==> src/rtl/rx_wb_engine.sv <==
module rx_wb_engine #(
  parameter int BUF_W  = 14,
  parameter int XFER_W = 12
) (
  input  logic              clk,
  input  logic              rst_n,
  input  logic              desc_valid,
  input  logic [31:0]       desc_word,
  input  logic [BUF_W-1:0]  desc_buf1_size,
  input  logic [BUF_W-1:0]  desc_buf2_size,
  input  logic              desc_ioc,
  output logic              desc_ready,
  input  logic              xfer_valid,
  input  logic [XFER_W-1:0] xfer_bytes,
  input  logic              frame_end,
  input  logic              err_crc,
  input  logic              err_giant,
  input  logic              err_wdog,
  input  logic              err_ovf,
  input  logic              err_rx,
  input  logic              err_dribble,
  input  logic              filt_da_fail,
  input  logic              filt_sa_fail,
  input  logic [2:0]        frame_lt,
  input  logic [2:0]        stat_valid,
  input  logic              parser_en,
  input  logic              csum_en,
  output logic              wb_req,
  output logic [31:0]       wb_data,
  input  logic              wb_ack,
  output logic              rx_irq,
  output logic              desc_err
);

  localparam int CNT_W  = 15;
  localparam int CAP_W  = BUF_W + 1;
  localparam int FILL_W = ((CAP_W > XFER_W) ? CAP_W : XFER_W) + 1;
  localparam logic [CNT_W-1:0] CNT_MAX = '1;
  localparam logic [2:0] LT_MACCTL = 3'b110;

  typedef enum logic [1:0] {S_IDLE, S_ACT, S_WB} st_t;

  st_t               st_q;
  logic [CAP_W-1:0]  cap_q, cap_in;
  logic [FILL_W-1:0] fill_q, fill_sum;
  logic [CNT_W-1:0]  cnt_q, cnt_add, len_fin;
  logic [CNT_W:0]    raw_add, raw_fin;
  logic              first_q, ioc_q, last_q, err_q;
  logic              err_sum, full;
  logic [31:0]       last_word, mid_word, empty_word;

  assign desc_ready = (st_q == S_IDLE);
  assign wb_req     = (st_q == S_WB);

  assign cap_in   = CAP_W'(desc_buf1_size) + CAP_W'(desc_buf2_size);
  assign fill_sum = fill_q + (xfer_valid ? FILL_W'(xfer_bytes) : '0);
  assign full     = fill_sum >= FILL_W'(cap_q);

  assign raw_add = {1'b0, cnt_q} + (xfer_valid ? (CNT_W+1)'(xfer_bytes) : '0);
  assign cnt_add = raw_add[CNT_W] ? CNT_MAX : raw_add[CNT_W-1:0];
  assign raw_fin = {1'b0, cnt_add} +
                   ((csum_en && frame_lt != LT_MACCTL) ? (CNT_W+1)'(2) : '0);
  assign len_fin = raw_fin[CNT_W] ? CNT_MAX : raw_fin[CNT_W-1:0];

  assign err_sum = err_crc | err_giant | err_wdog | err_ovf | err_rx | err_dribble |
                   (parser_en & (filt_da_fail | filt_sa_fail));

  assign last_word  = {2'b00, first_q, 1'b1, stat_valid,
                       err_crc, err_giant, err_wdog, err_ovf, err_rx, err_dribble,
                       frame_lt, err_sum, len_fin};
  assign mid_word   = {2'b00, first_q, 14'b0, cnt_add};
  assign empty_word = {17'b0, cnt_q};

  always_ff @(posedge clk or negedge rst_n) begin
    if (!rst_n) begin
      st_q     <= S_IDLE;
      cap_q    <= '0;
      fill_q   <= '0;
      cnt_q    <= '0;
      first_q  <= 1'b1;
      ioc_q    <= 1'b0;
      last_q   <= 1'b0;
      err_q    <= 1'b0;
      wb_data  <= '0;
      rx_irq   <= 1'b0;
      desc_err <= 1'b0;
    end else begin
      rx_irq   <= 1'b0;
      desc_err <= 1'b0;
      unique case (st_q)
        S_IDLE: if (desc_valid) begin
          last_q <= 1'b0;
          ioc_q  <= 1'b0;
          fill_q <= '0;
          if (&desc_word) begin
            wb_data <= 32'h6000_0000;
            err_q   <= 1'b1;
            st_q    <= S_WB;
          end else if (cap_in == '0) begin
            wb_data <= empty_word;
            err_q   <= 1'b0;
            st_q    <= S_WB;
          end else begin
            cap_q <= cap_in;
            ioc_q <= desc_ioc;
            err_q <= 1'b0;
            st_q  <= S_ACT;
          end
        end
        S_ACT: begin
          if (frame_end) begin
            wb_data <= last_word;
            last_q  <= 1'b1;
            first_q <= 1'b1;
            cnt_q   <= '0;
            st_q    <= S_WB;
          end else if (xfer_valid) begin
            cnt_q  <= cnt_add;
            fill_q <= fill_sum;
            if (full) begin
              wb_data <= mid_word;
              first_q <= 1'b0;
              st_q    <= S_WB;
            end
          end
        end
        S_WB: if (wb_ack) begin
          rx_irq   <= last_q & ioc_q;
          desc_err <= err_q;
          st_q     <= S_IDLE;
        end
        default: st_q <= S_IDLE;
      endcase
    end
  end

endmodule

==> config.mk <==
export PLATFORM = sky130hd
export DESIGN_NAME = rx_wb_engine
export DESIGN_NICKNAME = d
export VERILOG_FILES = /design/src/rtl/rx_wb_engine.sv
export SDC_FILE = /design/constraint.sdc
export NUM_CORES = 1
export LEC_CHECK = 0
export BUFFER_PORTS_ARGS = -buffer_cell sky130_fd_sc_hd__buf_2
export CORE_AREA = 2 2 120 122
export DETAILED_ROUTE_END_ITERATION = 7
export DIE_AREA = 0 0 122 124
export PLACE_DENSITY = 0.77
export SLEW_MARGIN = 15
export SYNTH_ARGS = -nofsm -noshare
export SYNTH_HDL_FRONTEND = slang
export SYNTH_SLANG_ARGS = --single-unit
==> constraint.sdc <==
create_clock -name clk -period 4.5 [get_ports clk]
set_clock_uncertainty 0.05 [all_clocks]
set_input_delay 1.35 -clock clk [delete_from_list [all_inputs] [get_ports clk]]
set_output_delay 1.35 -clock clk [all_outputs]
set_load 0.01 [all_outputs]
==> results.yml <==
floorplanning:
  core-area_um2: 13700
  ios: 131
  rows: 43
  dieHeight_um: 124
  initial_core_util: 0.510
  fp.dieW_um: 122
  die_area_um2: 15100
route:
  first_iter_violations: 614
  drtPass1Iterations: 6
  via_per_inst: 5.94
  top_layer: "met4"
  wl_um: 22100
  route.detailed.drc: 0
  wl_per_cell_um: 18.1
  met3_length_um: 1530
  vias: 7249
  ant_nets: 0
  dr_wl_met2_um: 11000
  wl_met1_um: 8740
cts:
  postCtsHoldBufs: 0
  cts_buffers: 9
  root_buffer: "clkbuf_16"
  clock_sinks: 85
  htreeDepth: 3
  cts_tree: "done"
  clock_latency_ns: 0.35
  clkSlewWorstSetupHoldPaths_ns: 0.07
  clock_path_buffers: 2
grt:
  grt_first_pass_wirelength_um: 34100
  grt_max_degree: 86
  overflow: 0
  grtUsageTotal: 0.287
  grt_pass1_vias: 6960
  antenna_found_initial: 0
run:
  max_cap_violations: 0
sta:
  fin_tns_setup_ns: -32.58
  worst_pin_slew_ns: 0.710
  fin_ws_ns: -1.01
  grt_setup_unrepaired: "yes"
  slew_headroom: 0.527
  setup_violations: 35
  timing.fmax_mhz: 181
  fin_crit_sh: 1.22
  hold_viol_final: 0
  period_minus_slack_ns: 5.51
  drv_slew: 0
final_layout:
  drive_gt1_frac: 0.372
  layout.nets: 1178
  final_common_cell: "buf_4"
  final_util: 0.682
  synthToLayoutAreaGrowth_pct: 33.8
  final_area_um2: 9360
  mostFrequentLayoutCells: "buf_4 (148), buf_2 (126), dfrtp_1 (84), nand2_1 (81), ha_1 (45)"
  stdcell_count: 1220
power_and_ir_drop:
  leakage_nw: 4.61
  ir_drop_mv: 0.259
  p_per_area_nw_per_um2: 553
min_path:
  min_path_type: "flip-flop to flip-flop"
yosys:
  syn_area_um2: 7000
  synth_ff_type: "dfrtp_1"
  synth_cells: 775
  synth_nets: 918
  synth-seq-cells: 85
  ys_types: 95
  synthArstFlopShare: 1.00
  synth_edf_count: 0
  synth_area_per_cell_um2: 9.03
  ys_seq_area_frac: 0.304
  yosys_warnings: 0
setup_path:
  cpMaxStageDelayCell: "a2111oi_4"
  cpLargestDelayFamily: "compound AO/OA/AOI/OAI gates"
  arrival_ns: 5.70
  path_buf_inv: 1
  cp_cell_sequence: "buf_6, and2_4, ha_4, ha_4, a211o_1, a22oi_2, o32ai_4, o21ai_2, o21ai_2, a2111oi_4, or2_4, o21bai_1, xor2_1, ha_1, nor2b_4, o21ai_2, a21oi_2, nor4_2, o31a_1, a32oi_4, and2_4, mux2_4"
  startpoint_type: "primary input"
  cp_max_fo: 5
  setup.worst_path.end_class: "flip-flop"
  critical_path_required_ns: 4.69
  critPathMostFrequentCell: "o21ai_2"
  slowest_delay_ns: 0.43
  path_class: "primary input to flip-flop"
placement:
  post-place-ws_ns: -1.40
  place_area_um2: 8740
  gp_congestion: 0.957
  io_buffers: 129
  hpwl_um: 15600
  dp.cells: 1188
status:
  outcome: "finished, violations left"
  violations: "setup timing"
layout make-up:
class,count,area (um2)
Inverter,28,105
Clock buffer,9,225
Multi-Input combinational cell,626,4680
Timing Repair Buffer,285,1930
Clock inverter,6,68.8
Sequential cell,85,2130
Antenna cell,1,2.50
Tap cell,180,225
Fill cell,1040,4360
power by group:
part | internal, W | switching (W)
clock | 0.000432 | 0.000332
sequential | 0.00106 | 0.000246
combinational | 0.00152 | 0.00159
synthesized netlist by cell type (3+ instances only):
| cell | number | area share |
|---|---|---|
| o21ai_0 | 39 | 0.028 |
| buf_2 | 4 | 0.0029 |
| a211o_1 | 3 | 0.0038 |
| xnor2_1 | 31 | 0.039 |
| a21o_1 | 16 | 0.017 |
| o31ai_1 | 8 | 0.0086 |
| or3_1 | 8 | 0.0072 |
| and3_1 | 9 | 0.0080 |
| dfrtp_1 | 84 | 0.30 |
| o211a_1 | 4 | 0.0057 |
| nand3_1 | 26 | 0.019 |
| nand4_1 | 11 | 0.0098 |
| a31oi_1 | 18 | 0.016 |
| mux2i_1 | 12 | 0.017 |
| nor3_1 | 7 | 0.0050 |
| mux2_2 | 15 | 0.024 |
| or2_2 | 5 | 0.0045 |
| buf_6 | 3 | 0.0048 |
| mux2_4 | 6 | 0.013 |
| buf_4 | 5 | 0.0054 |
| ha_1 | 47 | 0.084 |
| a21oi_1 | 51 | 0.036 |
| clkbuf_8 | 9 | 0.018 |
| nor4_1 | 10 | 0.0089 |
| nor2_1 | 38 | 0.020 |
| o21ai_1 | 3 | 0.0021 |
| o21a_1 | 14 | 0.015 |
| clkbuf_1 | 14 | 0.0075 |
| o31a_1 | 3 | 0.0038 |
| and2_1 | 15 | 0.013 |
| a211oi_1 | 7 | 0.0075 |
| nand2b_1 | 10 | 0.0089 |
| a22oi_1 | 5 | 0.0054 |
| nand2_1 | 82 | 0.044 |
| xor2_1 | 11 | 0.014 |
| or4_1 | 5 | 0.0054 |
| o211ai_1 | 11 | 0.012 |
| nor2b_1 | 8 | 0.0072 |
| inv_1 | 27 | 0.014 |
| a22o_1 | 22 | 0.028 |
| o21bai_1 | 6 | 0.0064 |
state kept, by name, indices dropped and copies added, names as in the netlist:
register and count:
st_q 2, err_q 1, fill_q 16, desc_err 1, rx_irq 1, cnt_q 15, ioc_q 1, wb_data 31
first_q 1, cap_q 15, last_q 1
through the flow:
step	total power (W)	hold WS, ns
finish	0.00518	0.428
global placement	0.00395	0.404
detailed placement	0.00405	0.413
CTS	0.00501	0.428
global route	0.00548	0.457
floorplan	0.00303	0.392
metal layers:
metal / vias up / global-route usage
li1: 3407 / -
met1: 3430 / 0.357
met2: 352 / 0.504
met3: 60 / 0.0426
met4: 0 / 0.108
met5: - / 0
logic make-up (layout without fill, tap and decap cells):
group           count (synthesis)  count (layout)  synth area share
simple gates                  250             252             0.183
xor+xnor                       42              42            0.0526
fa+ha+maj                      49              49            0.0883
buf+inv                        66             328            0.0590
other cells                     1               2          0.000536
mux                            34              34            0.0558
flops                          85              85             0.304
compound gates                248             248             0.256
timing repair:
action	CTS	global route
gates cloned	3	0
gates resized for setup	24	16
setup endpoints to repair	35	37
pin swaps	28	27
setup buffers	11	2
worst paths after layout:
path | startpoint | to | slack [ns] | cells past startpoint
setup / recovery | xfer_bytes[0] | wb_data[2]$_DFFE_PN0P_ | -1.01 | 22
hold / removal | last_q$_DFFE_PN0P_ | last_q$_DFFE_PN0P_ | 0.43 | 1
setup reg to reg | fill_q[0]$_DFFE_PN0P_ | wb_data[2]$_DFFE_PN0P_ | -0.18 | 20
hold reg to reg | last_q$_DFFE_PN0P_ | last_q$_DFFE_PN0P_ | 0.43 | 1
max in group asynchronous | rst_n | first_q$_DFFE_PN1P_ | 2.83 | 2
min in group asynchronous | rst_n | wb_data[26]$_DFFE_PN0P_ | 0.90 | 1
No activity file was read; power rests on OpenSTA's default activity.
